==> src/rtl/cart_flash_pkg.sv <==
package cart_flash_pkg;

  // One-shot mode field, coded {M0,M1}
  typedef enum logic [1:0] {
    MODE_READ     = 2'b00,
    MODE_CMD      = 2'b01,
    MODE_PGM_EVEN = 2'b10,
    MODE_PGM_ODD  = 2'b11
  } flashMode_e;

  // Strobes from control to datapath and pins
  typedef struct packed {
    logic chipSel;
    logic flashRead;
    logic flashWrite;
    logic loadReg;
  } ctrlStrobes_t;

endpackage

==> src/rtl/cart_flash_ctrl.sv <==
module cart_flash_ctrl
  import cart_flash_pkg::*;
(
  input  logic         winSel,
  input  logic         dataIn,
  input  logic         laneOdd,
  input  flashMode_e   curMode,
  output ctrlStrobes_t strb
);

  logic isWrite;
  logic laneOk;

  always_comb begin
    isWrite = winSel & ~dataIn;
    unique case (curMode)
      MODE_CMD:      laneOk = 1'b1;
      MODE_PGM_EVEN: laneOk = ~laneOdd;
      MODE_PGM_ODD:  laneOk = laneOdd;
      default:       laneOk = 1'b0;
    endcase
    strb.chipSel    = winSel;
    strb.flashRead  = winSel & dataIn;
    // Register load and flash write are mutually exclusive by mode
    strb.loadReg    = isWrite & (curMode == MODE_READ);
    strb.flashWrite = isWrite & (curMode != MODE_READ) & laneOk;
  end

endmodule

==> src/rtl/cart_flash_dp.sv <==
module cart_flash_dp
  import cart_flash_pkg::*;
#(
  parameter int BANK_BITS   = 6,
  parameter int OFFSET_BITS = 13
) (
  input  logic                           clk,
  input  logic                           rstN,
  input  logic [OFFSET_BITS-1:0]         busAddr,
  input  ctrlStrobes_t                   strb,
  output flashMode_e                     curMode,
  output logic [BANK_BITS+1:0]           regOut,
  output logic [BANK_BITS+OFFSET_BITS-1:0] flashAddr
);

  localparam int REG_W = BANK_BITS + 2;

  logic [REG_W-1:0] bankReg;

  always_ff @(posedge clk or negedge rstN) begin
    if (!rstN) begin
      bankReg <= '0;
    end else if (strb.loadReg) begin
      // Address bit 0 is the byte lane and is not latched
      bankReg <= busAddr[REG_W:1];
    end else if (strb.flashWrite) begin
      bankReg[REG_W-1 -: 2] <= 2'b00;
    end
  end

  assign curMode   = flashMode_e'(bankReg[REG_W-1 -: 2]);
  assign regOut    = bankReg;
  assign flashAddr = {bankReg[BANK_BITS-1:0], busAddr};

endmodule

==> src/rtl/cart_flash_bank.sv <==
module cart_flash_bank
  import cart_flash_pkg::*;
#(
  parameter int BANK_BITS   = 6,
  parameter int OFFSET_BITS = 13
) (
  input  logic                             clk,
  input  logic                             rstN,
  input  logic                             winSel,
  input  logic                             dataIn,
  input  logic [OFFSET_BITS-1:0]           busAddr,
  output logic [BANK_BITS+OFFSET_BITS-1:0] flashAddr,
  output logic                             flashCeN,
  output logic                             flashOeN,
  output logic                             flashWeN
);

  ctrlStrobes_t         strb;
  flashMode_e           curMode;
  logic [BANK_BITS+1:0] regView;

  cart_flash_ctrl u_ctrl (
    .winSel  (winSel),
    .dataIn  (dataIn),
    .laneOdd (busAddr[0]),
    .curMode (curMode),
    .strb    (strb)
  );

  cart_flash_dp #(
    .BANK_BITS   (BANK_BITS),
    .OFFSET_BITS (OFFSET_BITS)
  ) u_dp (
    .clk       (clk),
    .rstN      (rstN),
    .busAddr   (busAddr),
    .strb      (strb),
    .curMode   (curMode),
    .regOut    (regView),
    .flashAddr (flashAddr)
  );

  assign flashCeN = ~strb.chipSel;
  assign flashOeN = ~strb.flashRead;
  assign flashWeN = ~strb.flashWrite;

endmodule

==> config.mk <==
export PLATFORM = sky130hd
export DESIGN_NAME = cart_flash_bank
export DESIGN_NICKNAME = d
export VERILOG_FILES = /design/src/rtl/cart_flash_pkg.sv /design/src/rtl/cart_flash_ctrl.sv /design/src/rtl/cart_flash_dp.sv /design/src/rtl/cart_flash_bank.sv
export SDC_FILE = /design/constraint.sdc
export NUM_CORES = 1
export LEC_CHECK = 0
export BUFFER_PORTS_ARGS = -buffer_cell sky130_fd_sc_hd__buf_2
export CAP_MARGIN = 10
export CORE_AREA = 2 2 40 42
export DETAILED_ROUTE_END_ITERATION = 8
export DIE_AREA = 0 0 42 44
export PLACE_DENSITY_LB_ADDON = 0.12
export RECOVER_POWER = 50
export SLEW_MARGIN = 20
export SYNTH_ARGS = -nofsm -noshare
export SYNTH_HDL_FRONTEND = slang
export SYNTH_HIERARCHICAL = 1
export SYNTH_SLANG_ARGS = --single-unit
==> constraint.sdc <==
create_clock -name clk -period 2 [get_ports clk]
set_input_delay 0.5 -clock clk [delete_from_list [all_inputs] [get_ports clk]]
set_output_delay 0.5 -clock clk [all_outputs]
set_load 0.01 [all_outputs]
==> summary.md <==
| Metric | Value |
|---|---|
| Routed Wire Length | `between 800 and 900 um` |
| Syn nets | `around 60` |
| Critical path class | `register to output pin` |
| First DRT Iteration DRCs | `4` |
| Mapped Cells | `44` |
| CP max stage delay | `0.39 ns` |
| First-pass GRT wire length | `roughly 1400 um` |
| Total CTS buffers | `3` |
| Total iterations of the first detailed-routing run | `2` |
| PortBufs | `30` |
| H-Tree Level Count | `1` |
| Worst R2R End | `u_dp/regOut[2]$_DFFE_PN0P_` |
| Max-cap viol count | `0` |
| Max reg flops | `8` |
| GP Congestion | `around 0.60` |
| Vias post-DR | `~340` |
| Nets | `82` |
| Lkg Pwr | `between 0.2 and 0.3 nW` |
| Die Y | `44 um` |
| Row count | `14` |
| Final setup viols | `0` |
| Post-synth design cell area | `492 sq um` |
| Ys Warns | `6` |
| Worst path arrival time | `1.20 ns` |
| Tmin final | `around 1.7 ns` |
| Share of cells above drive strength 1 | `0.540` |
| CP Launch Type | `register` |
| Critical path's slowest cell | `dfrtp_1` |
| Req. time, crit path | `~1.5 ns` |
| FMAX | `0.587 GHz` |
| Placed cells | `76` |
| Starting Density | `0.347` |
| Fin crit share | `0.852` |
| Core Box Area | `1420 sq um` |
| CP delay by family, top | `flip-flops` |
| IO Pins | `39` |
| Clock Latency Late Sink | `0.24 ns` |
| Grt ovf | `0` |
| Min-Delay Path Class | `input port to async pin` |
| DRC viols | `0` |
| Non-Filler Instances | `79` |
| Clock Tree Root | `clkbuf_4` |
| Worst Tran Pin Value | `a little over 0.6 ns` |
| DP Wirelength | `about 700 um` |
| Worst-path cell chain | `nor2b_4 > xnor2_1 > nor2_1 > inv_1 > buf_2` |
| GRT Overall Usage | `0.106` |
| Mapped Avg Cell Area | `11.2 sq um` |
| Final hold violations | `0` |
| Via/cell ratio | `approximately 4.3` |
| CP max FO | `3` |
| Worst R2R Start | `u_dp/regOut[6]$_DFFE_PN0P_` |
| Max transition margin | `0.588` |
| VDD IR max | `between 0.0004 and 0.0005 V` |
| CP Capture Type | `output pin` |
| Outcome | `finished, final reports clean` |
| N_diodes | `0` |
| DRT antenna net count | `0` |
| DR WL/cell | `approximately 11 um` |
| R2R setup slack | `around 0.42 ns` |
| CTS tree | `built` |
| Initial antenna violation count | `0` |
| Die ar. | `approximately 1800 sq um` |
| Setup tns final | `0 ns` |
| Clock tree sinks | `8` |
| Post-CTS Setup Repair Bufs | `0` |
| Vias in the first global route | `327` |
| Clock Path Buffers | `2` |
| Number of fillers in the final layout | `141` |
| Reg clk slew, reported paths | `roughly 0.050 ns` |
| Max Slew Vio Count | `0` |
| Reg2reg path depth | `3` |
| Design Area, Final | `564 sq um` |
| RSZ-0062 raised after global routing | `false` |
| CP bufs+invs | `2` |
| Post-cts resize count | `0` |
| Die width | `roughly 42 um` |
| Skew final | `roughly 0.00085 ns` |
| Synth-to-layout area growth | `14.8%` |
| CTS Hold Buffers Added | `0` |
| Cell Pwr Density | `1240 nW/um^2` |
| Largest net degree at the start of global routing | `11` |
| Placed instance area | `roughly 550 sq um` |
| Post-layout util | `0.398` |
-- area by class of cell --
| cell class | count | area, sq um | share of cell area |
|---|---|---|---|
| Clock buffer | 3 | 22.5 | 0.0399 |
| Sequential cell | 8 | 200 | 0.355 |
| Tap cell | 16 | 20.0 | 0.0355 |
| Inverter | 3 | 11.3 | 0.0200 |
| Timing Repair Buffer | 31 | 146 | 0.259 |
| Multi-Input combinational cell | 18 | 164 | 0.290 |
-- how the worst max path moves through the flow --
stage	from	end	depth (start not counted)	slack, ns
after floorplan	dataIn	u_dp/regOut[0]$_DFFE_PN0P_	4	0.61
after global placement	busAddr[0]	flashWeN	6	0.39
after detailed placement	busAddr[0]	flashWeN	6	0.37
after CTS	u_dp/regOut[7]$_DFFE_PN0P_	flashWeN	5	0.26
after global routing	u_dp/regOut[7]$_DFFE_PN0P_	flashWeN	5	0.19
final	u_dp/regOut[7]$_DFFE_PN0P_	flashWeN	5	0.30
-- worst register-to-register path, cell delays in order, from the launching register on --
cell      delay [ns]
dfrtp_1         0.41
nor3_1          0.19
clkbuf_1        0.50
mux2_4          0.36
-- report_power, final --
group	switching [mW]	total, mW	leakage (nW)	internal [mW]
registers	0.0438	0.284	0.0964	0.241
logic	0.126	0.303	0.176	0.177
clock network	0.0467	0.115	0.0138	0.0681
-- cell usage in the layout (no fill, tap or decap), drive strengths merged --
cell,n
buf,24
dfrtp,8
clkbuf,10
nor2b,1
o21ai,2
nand2,2
nand2b,3
nor3,1
and2,1
inv,3
xnor2,1
mux2,6
nor2,1
-- metrics by stage --
stage          power (mW)  setup WS (ns)  hold WS (ns)
6_report            0.702          0.295         0.161
4_1_cts             0.725          0.257        0.0831
2_1_floorplan       0.508          0.606         0.204
3_5_place_dp        0.599          0.368         0.351
3_3_place_gp        0.598          0.391         0.349
5_1_grt             0.758          0.194         0.186
-- per-layer routing --
metal,vias to the layer above,GRT usage,routed length [um]
li1,166,-,-
met1,155,0.113,348
met2,21,0.172,419
met3,0,0.0542,111
met4,0,0.0581,0
met5,-,0,0
No activity file was read; power rests on OpenSTA's default activity.
